===== config.mk =====
export PLATFORM = sky130hd
export DESIGN_NAME = pxcol_top
export DESIGN_NICKNAME = d
export VERILOG_FILES = /design/src/rtl/pxcol_pkg.sv /design/src/rtl/pxcol_pixel.sv /design/src/rtl/pxcol_scan.sv /design/src/rtl/pxcol_out.sv /design/src/rtl/pxcol_top.sv
export SDC_FILE = /design/constraint.sdc
export NUM_CORES = 2
export LEC_CHECK = 0
export ABC_AREA = 0
export BUFFER_PORTS_ARGS = -buffer_cell sky130_fd_sc_hd__buf_2
export CORE_AREA = 2 2 401 602
export DETAILED_ROUTE_END_ITERATION = 12
export DIE_AREA = 0 0 403 604
export PLACE_DENSITY_LB_ADDON = 0.12
export SLEW_MARGIN = 5
export SYNTH_ARGS = -nofsm -noshare
export SYNTH_HDL_FRONTEND = slang
export SYNTH_SLANG_ARGS = --single-unit

===== constraint.sdc =====
create_clock -name clk_i -period 6.2 [get_ports clk_i]
set_input_delay 1.24 -clock clk_i [delete_from_list [all_inputs] [get_ports clk_i]]
set_output_delay 1.24 -clock clk_i [all_outputs]
set_load 0.1 [all_outputs]

===== src/rtl/pxcol_pkg.sv =====
package pxcol_pkg;
  typedef enum logic [1:0] {
    PX_IDLE  = 2'd0,
    PX_ARMED = 2'd1,
    PX_DONE  = 2'd2
  } px_state_e;
endpackage


===== src/rtl/pxcol_pixel.sv =====
module pxcol_pixel
  import pxcol_pkg::*;
#(
  parameter int TS_W = 7
) (
  input  logic            clk_i,
  input  logic            rst_ni,
  input  logic            disc_i,
  input  logic            mask_i,
  input  logic [TS_W-1:0] ts_i,
  input  logic            clr_i,
  output logic            done_o,
  output logic [TS_W-1:0] lead_o,
  output logic [TS_W-1:0] trail_o
);
  px_state_e       state_q;
  logic            disc_q;
  logic            rise, fall;
  logic [TS_W-1:0] lead_q, trail_q;

  assign rise = disc_i & ~disc_q;
  assign fall = ~disc_i & disc_q;

  always_ff @(posedge clk_i or negedge rst_ni) begin
    if (!rst_ni) begin
      disc_q  <= 1'b0;
      state_q <= PX_IDLE;
      lead_q  <= '0;
      trail_q <= '0;
    end else begin
      disc_q <= disc_i;
      case (state_q)
        PX_IDLE: if (rise && !mask_i) begin
          lead_q  <= ts_i;
          state_q <= PX_ARMED;
        end
        PX_ARMED: if (fall) begin
          trail_q <= ts_i;
          state_q <= PX_DONE;
        end
        // edges ignored until the hit has been read
        PX_DONE: if (clr_i) state_q <= PX_IDLE;
        default: state_q <= PX_IDLE;
      endcase
    end
  end

  assign done_o  = (state_q == PX_DONE);
  assign lead_o  = lead_q;
  assign trail_o = trail_q;
endmodule


===== src/rtl/pxcol_scan.sv =====
module pxcol_scan #(
  parameter int ROWS  = 160,
  parameter int TS_W  = 7,
  parameter int ROW_W = $clog2(ROWS)
) (
  input  logic [ROWS-1:0] done_i,
  input  logic [TS_W-1:0] lead_i  [ROWS],
  input  logic [TS_W-1:0] trail_i [ROWS],
  output logic [ROWS-1:0] grant_o,
  output logic            any_o,
  output logic [ROW_W-1:0] row_o,
  output logic [TS_W-1:0] lead_o,
  output logic [TS_W-1:0] trail_o
);
  // ripple: a complete pixel blocks every row above it
  logic [ROWS:0] blocked;
  assign blocked[0] = 1'b0;

  for (genvar g = 0; g < ROWS; g++) begin : g_chain
    assign grant_o[g]   = done_i[g] & ~blocked[g];
    assign blocked[g+1] = blocked[g] | done_i[g];
  end

  assign any_o = blocked[ROWS];

  always_comb begin
    row_o   = '0;
    lead_o  = '0;
    trail_o = '0;
    for (int i = 0; i < ROWS; i++) begin
      if (grant_o[i]) begin
        row_o   = row_o | ROW_W'(i);
        lead_o  = lead_o | lead_i[i];
        trail_o = trail_o | trail_i[i];
      end
    end
  end
endmodule


===== src/rtl/pxcol_out.sv =====
module pxcol_out #(
  parameter int TS_W  = 7,
  parameter int ROW_W = 8
) (
  input  logic             clk_i,
  input  logic             rst_ni,
  input  logic             any_i,
  input  logic [ROW_W-1:0] row_i,
  input  logic [TS_W-1:0]  lead_i,
  input  logic [TS_W-1:0]  trail_i,
  input  logic             ready_i,
  output logic             load_o,
  output logic             valid_o,
  output logic [ROW_W-1:0] row_o,
  output logic [TS_W-1:0]  lead_o,
  output logic [TS_W-1:0]  trail_o,
  output logic [TS_W-1:0]  width_o
);
  logic free;

  assign free   = ~valid_o | ready_i;
  assign load_o = any_i & free;

  always_ff @(posedge clk_i or negedge rst_ni) begin
    if (!rst_ni) begin
      valid_o <= 1'b0;
      row_o   <= '0;
      lead_o  <= '0;
      trail_o <= '0;
      width_o <= '0;
    end else begin
      if (free) valid_o <= any_i;
      if (load_o) begin
        row_o   <= row_i;
        lead_o  <= lead_i;
        trail_o <= trail_i;
        width_o <= trail_i - lead_i;  // wraps modulo 2^TS_W
      end
    end
  end
endmodule


===== src/rtl/pxcol_top.sv =====
module pxcol_top #(
  parameter int ROWS  = 160,
  parameter int TS_W  = 7,
  localparam int ROW_W = $clog2(ROWS)
) (
  input  logic             clk_i,
  input  logic             rst_ni,
  input  logic [TS_W-1:0]  ts_i,
  input  logic [ROWS-1:0]  disc_i,
  input  logic [ROWS-1:0]  mask_i,
  output logic             out_valid_o,
  input  logic             out_ready_i,
  output logic [ROW_W-1:0] out_row_o,
  output logic [TS_W-1:0]  out_lead_o,
  output logic [TS_W-1:0]  out_trail_o,
  output logic [TS_W-1:0]  out_width_o
);
  logic [ROWS-1:0]  done_w, grant_w, clr_w;
  logic [TS_W-1:0]  lead_w  [ROWS];
  logic [TS_W-1:0]  trail_w [ROWS];
  logic             any_w, load_w;
  logic [ROW_W-1:0] sel_row;
  logic [TS_W-1:0]  sel_lead, sel_trail;

  for (genvar g = 0; g < ROWS; g++) begin : g_px
    assign clr_w[g] = grant_w[g] & load_w;
    pxcol_pixel #(.TS_W(TS_W)) u_px (
      .clk_i  (clk_i),
      .rst_ni (rst_ni),
      .disc_i (disc_i[g]),
      .mask_i (mask_i[g]),
      .ts_i   (ts_i),
      .clr_i  (clr_w[g]),
      .done_o (done_w[g]),
      .lead_o (lead_w[g]),
      .trail_o(trail_w[g])
    );
  end

  pxcol_scan #(.ROWS(ROWS), .TS_W(TS_W), .ROW_W(ROW_W)) u_scan (
    .done_i (done_w),
    .lead_i (lead_w),
    .trail_i(trail_w),
    .grant_o(grant_w),
    .any_o  (any_w),
    .row_o  (sel_row),
    .lead_o (sel_lead),
    .trail_o(sel_trail)
  );

  pxcol_out #(.TS_W(TS_W), .ROW_W(ROW_W)) u_out (
    .clk_i  (clk_i),
    .rst_ni (rst_ni),
    .any_i  (any_w),
    .row_i  (sel_row),
    .lead_i (sel_lead),
    .trail_i(sel_trail),
    .ready_i(out_ready_i),
    .load_o (load_w),
    .valid_o(out_valid_o),
    .row_o  (out_row_o),
    .lead_o (out_lead_o),
    .trail_o(out_trail_o),
    .width_o(out_width_o)
  );
endmodule


==> results.md <==
- Multi-input gate area: between 50,000 and 60,000 um2
- Vertical extent of the die: around 600 um
- Violations in the final reports: capacitance limit, slew limit
- Final total power: approximately 77 mW
- PortBufs: around 360
- Total global routing overflow: 0
- Required time at the endpoint of the critical path: between 6000 and 7000 ps
- Max-cap check violation count: 1
- Type of element launching the critical path: flop
- Max Clock Freq: 0.1631 GHz
- Most common flop cell mapped by yosys: sky130_fd_sc_hd__dfrtp_1
- Fraction of final layout cells with drive strength greater than 1: 0.3966
- Setup repair after global routing missed its margin: no
- Min-Delay Path Class: input pin to asynchronous set/reset pin
- Post-route non-filler standard cell count: between 10,000 and 15,000
- Worst hold slack after final layout: between 200 and 300 ps
- Average size of a mapped cell: ~12 um2
- Number of nets in the synthesized netlist: 10,230
- EDFF count, synth: 0
- Std-Cell Rows: 220
- Placeable Area: ~240,000 um2
- Endpoint kind of the worst setup timing path: flop
- Utilization of the core after routing: 0.6212
- Crit Reg-Reg Endpoint: u_out.width_o[6]
- Maximum fanout along the worst path: 7
- Distinct cell type count after synthesis: just under 90
- Wirelength, routed: between 500,000 and 600,000 um
- Async SR Flop Fraction: 1.000
- Critical path start-end classification: flop to flop
- Worst-case clock buffer depth: 4
- CP Launch Point: g_px[78].u_px.state_q[1]
- Gate Count Post-Synth: 9,895
- Cell chain of the critical path: nor2b_2 > or3_1 > nor4_4 > buf_6 > buf_4 > and3_1 > nand3_4 > buf_4 > buf_4 > nor4_4 > buf_4 > buf_4 > a22o_1 > a221oi_1 > and3_1 > and4_1 > and4_1 > nand2_1 > ha_1 > a21o_1 > a21oi_1 > or3_1 > and3b_1 > a221o_1
- Total cell area at the placement stage: between 100,000 and 150,000 um2
- Master of the slowest instance on the critical path: sky130_fd_sc_hd__nor4_4
- Signed area change from the synthesized netlist to the final layout: 20.04%
- Number of nets in the layout: around 11,000
- Die W: between 400 and 500 um
- Critical path destination: u_out.width_o[6]
- Leading cell types by total area after synthesis: sky130_fd_sc_hd__dfrtp_1 (56%), sky130_fd_sc_hd__mux2_2 (20%), sky130_fd_sc_hd__a22oi_1 (2.5%)
- TritonCTS Buffers: between 200 and 300
- Delay of the slowest critical-path stage: 600 ps
- Drt drc: 0
- Final clock skew: 52.24 ps
- Ys Warns: 0
- Initial antenna violation count: 72
- Clock-pin slew on the worst setup and hold paths: 70 ps
- Count of routing violations after the opening detailed-route iteration: 10,470
- Length of the first detailed-routing pass in iterations: 9
- Arr. time, crit path: 6890 ps
- Per-cell via count in the routed design: roughly 6.7
- Clock tree from TritonCTS: done
- Area leader, netlist: sky130_fd_sc_hd__dfrtp_1
- Max Transition Viols Final: 2
- CTS Hold Bufs: 0
- Worst Tran Pin Value: 1501 ps
- IR Drop Worst-Case VDD: 0.0004680 V
- Post-synth design cell area: around 120,000 um2
- Global-route wire length before repair: 783,800 um
- CTS Root Cell: sky130_fd_sc_hd__clkbuf_16
- Proportion of netlist area held by the largest area contributor: 0.5579
- Static leakage: between 60 and 70 nW
- Sequential cell area fraction in the yosys report: 0.5579
- Pwr per Cell Area: 522.7 nW/um2
- Die footprint: 243,400 um2
- Count of endpoints failing setup in the final report: 0
- # H-tree levels: 5
- Max-Slew Margin vs Limit: -0.02673
- Total number of vias: 96,730
- # IOs: 360
- Number of global-route vias before repair: roughly 100,000
- Final critical delay including setup and external delays: 6131 ps
- Detailed Place HPWL: 438,100 um
- Final hold violation count: 0
- Final weighted congestion of routability-driven global placement: between 1 and 1.5
- Count of clock tree sinks: between 2,000 and 3,000
- Slack of the worst reg-to-reg path: around 70 ps
- Final period utilization: 0.9889
- Run status: complete, but fails checks
- Sequential cell area: between 60,000 and 70,000 um2
- Post-synthesis register bit count: approximately 2,800
- Worst flop-to-flop path startpoint: g_px[78].u_px.state_q[1]
- Clk Latency, worst-skew pair: between 900 and 1000 ps
- Final design instance area without fill: 148,100 um2
- Maximum number of pins on one net before global-route repair: 172
- Final-layout fill cell count: about 19,000
- Initial standard-cell utilization of the core: 0.5175
- Routed WL per cell: a little under 40 um
- GRT Util Overall: 0.4667
- Cell with the most instances on the worst path: sky130_fd_sc_hd__buf_4
- R2r worst-path depth: 24
- Placed cells: 13,840
- Remaining antenna violation count after routing: 0
cells in the final DEF (no fill, tap or decap), types with 36 or more instances in the layout:
master	Yosys	routed
sky130_fd_sc_hd__a21o_1	43	43
sky130_fd_sc_hd__a21oi_1	196	196
sky130_fd_sc_hd__a221oi_1	107	103
sky130_fd_sc_hd__a222oi_1	160	160
sky130_fd_sc_hd__a22o_1	102	101
sky130_fd_sc_hd__a22oi_1	410	408
sky130_fd_sc_hd__a2bb2oi_1	67	67
sky130_fd_sc_hd__and3_1	83	80
sky130_fd_sc_hd__buf_12	0	133
sky130_fd_sc_hd__buf_2	77	353
sky130_fd_sc_hd__buf_4	9	1012
sky130_fd_sc_hd__clkbuf_1	550	53
sky130_fd_sc_hd__clkbuf_16	0	293
sky130_fd_sc_hd__clkbuf_8	0	64
sky130_fd_sc_hd__clkinv_2	0	49
sky130_fd_sc_hd__dfrtp_1	2750	2750
sky130_fd_sc_hd__diode_2	0	53
sky130_fd_sc_hd__inv_1	134	134
sky130_fd_sc_hd__mux2_2	2219	2219
sky130_fd_sc_hd__nand2_1	457	454
sky130_fd_sc_hd__nand2b_1	327	323
sky130_fd_sc_hd__nand3_1	154	150
sky130_fd_sc_hd__nand4_1	139	139
sky130_fd_sc_hd__nor2_1	403	401
sky130_fd_sc_hd__nor2b_1	122	116
sky130_fd_sc_hd__nor3_1	157	139
sky130_fd_sc_hd__nor3b_1	69	48
sky130_fd_sc_hd__nor4_1	91	63
sky130_fd_sc_hd__nor4b_2	3	64
sky130_fd_sc_hd__nor4b_4	0	36
sky130_fd_sc_hd__o21ai_0	247	244
sky130_fd_sc_hd__o21bai_1	64	64
sky130_fd_sc_hd__or3_1	113	112
sky130_fd_sc_hd__or4_1	85	81
cells in the mapped netlist (12+ instances only):
library cell	number
sky130_fd_sc_hd__inv_1	134
sky130_fd_sc_hd__o21bai_1	64
sky130_fd_sc_hd__a221o_1	35
sky130_fd_sc_hd__a21o_1	43
sky130_fd_sc_hd__a211oi_1	19
sky130_fd_sc_hd__nand3_1	154
sky130_fd_sc_hd__nor4b_1	104
sky130_fd_sc_hd__o22ai_1	13
sky130_fd_sc_hd__buf_2	77
sky130_fd_sc_hd__nor3_2	14
sky130_fd_sc_hd__nand4_1	139
sky130_fd_sc_hd__or3_1	113
sky130_fd_sc_hd__a32o_1	23
sky130_fd_sc_hd__o21ai_0	247
sky130_fd_sc_hd__o2111ai_1	14
sky130_fd_sc_hd__mux2_2	2219
sky130_fd_sc_hd__a2bb2oi_1	67
sky130_fd_sc_hd__nand2_1	457
sky130_fd_sc_hd__a22oi_1	410
sky130_fd_sc_hd__nor2b_1	122
sky130_fd_sc_hd__dfrtp_1	2750
sky130_fd_sc_hd__a2111oi_0	34
sky130_fd_sc_hd__a21oi_1	196
sky130_fd_sc_hd__and4_1	35
sky130_fd_sc_hd__nor4_2	14
sky130_fd_sc_hd__buf_1	19
sky130_fd_sc_hd__nor4_4	12
sky130_fd_sc_hd__a221oi_1	107
sky130_fd_sc_hd__nor2_1	403
sky130_fd_sc_hd__and3_1	83
sky130_fd_sc_hd__a31oi_1	19
sky130_fd_sc_hd__clkbuf_1	550
sky130_fd_sc_hd__and2_1	19
sky130_fd_sc_hd__nor3b_1	69
sky130_fd_sc_hd__or4_1	85
sky130_fd_sc_hd__a222oi_1	160
sky130_fd_sc_hd__a32oi_1	34
sky130_fd_sc_hd__nand2b_1	327
sky130_fd_sc_hd__nor3_1	157
sky130_fd_sc_hd__a22o_1	102
sky130_fd_sc_hd__nor4_1	91
how the worst min path moves through the flow:
stage / from / to / slack [ps] / cells past startpoint
floorplan: g_px[115].u_px.state_q[1] / g_px[115].u_px.state_q[0] / 430 / 1
CTS: rst_ni / g_px[2].u_px.trail_o[3] / 390 / 1
global route: rst_ni / g_px[2].u_px.trail_o[3] / 350 / 1
global placement: g_px[120].u_px.state_q[1] / g_px[120].u_px.state_q[0] / 440 / 1
detailed placement: g_px[21].u_px.state_q[1] / g_px[21].u_px.state_q[0] / 450 / 1
finish: rst_ni / g_px[2].u_px.trail_o[3] / 260 / 1
logic make-up after synthesis:
logic type	count (synthesis)	synth area share
flip-flops	2750	0.5579
AND/OR/NAND/NOR	2461	0.1125
multiplexers	2221	0.2028
AO/OA/AOI/OAI	1661	0.1006
buffers and inverters	791	0.02520
adder cells (fa/ha/maj)	7	0.0007709
XOR/XNOR	4	0.0002841
sequential cells by signal, summed over array words and instances (netlist names):
signal,count
g_px.u_px.lead_o,1120
u_out.width_o,7
g_px.u_px.state_q,320
u_out.trail_o,7
g_px.u_px.disc_q,160
u_out.row_o,8
u_out.valid_o,1
g_px.u_px.trail_o,1120
u_out.lead_o,7
what timing repair did:
item                                    CTS  global route
resized for setup                        17            61
gates cloned                              0             1
setup buffers                             1            13
endpoints found under the setup margin    4             4
pin swaps                                 1            19
stage by stage:
step                setup TNS, ps  worst slack, ps
floorplan                       0             1152
global placement            -3070            -1007
detailed placement          -1248           -633.5
CTS                             0          0.01332
global route                    0           0.8393
finish                          0            68.81
cell type report:
class                      count  share of cell area
sequential                  2750              0.4647
multi-input combinational   6354              0.3590
timing repair buffer        1512             0.08257
clock buffer                 409             0.05664
tap                         3108             0.02626
clock inverter                83            0.006481
inverter                     134            0.003397
antenna                       53           0.0008957
metal layers:
metal	wire, um	track usage	vias up	part of all wire
met2	266200	0.7441	5127	0.47
met5	120	0	-	0.00021
met4	81890	0.5412	12	0.14
li1	-	-	39230	-
met3	38620	0.09829	2119	0.068
met1	184800	0.4794	50250	0.32
where the power goes:
| group | leakage (nW) | internal, mW | switching, mW |
|---|---|---|---|
| logic | 26.4 | 12.2 | 16.0 |
| clock network | 4.62 | 10.2 | 7.53 |
| registers | 33.3 | 26.2 | 5.34 |
| total | 64.3 | 48.5 | 28.9 |
worst max-delay path: cells and delay by family, from the launching register on:
family / cells / cell delay, ps
buffers and inverters: 6 / 1110
adder cells (fa/ha/maj): 1 / 180
flip-flops: 1 / 380
AND/OR/NAND/NOR: 12 / 3620
AO/OA/AOI/OAI: 5 / 660
(Power assumes the default switching activity.)
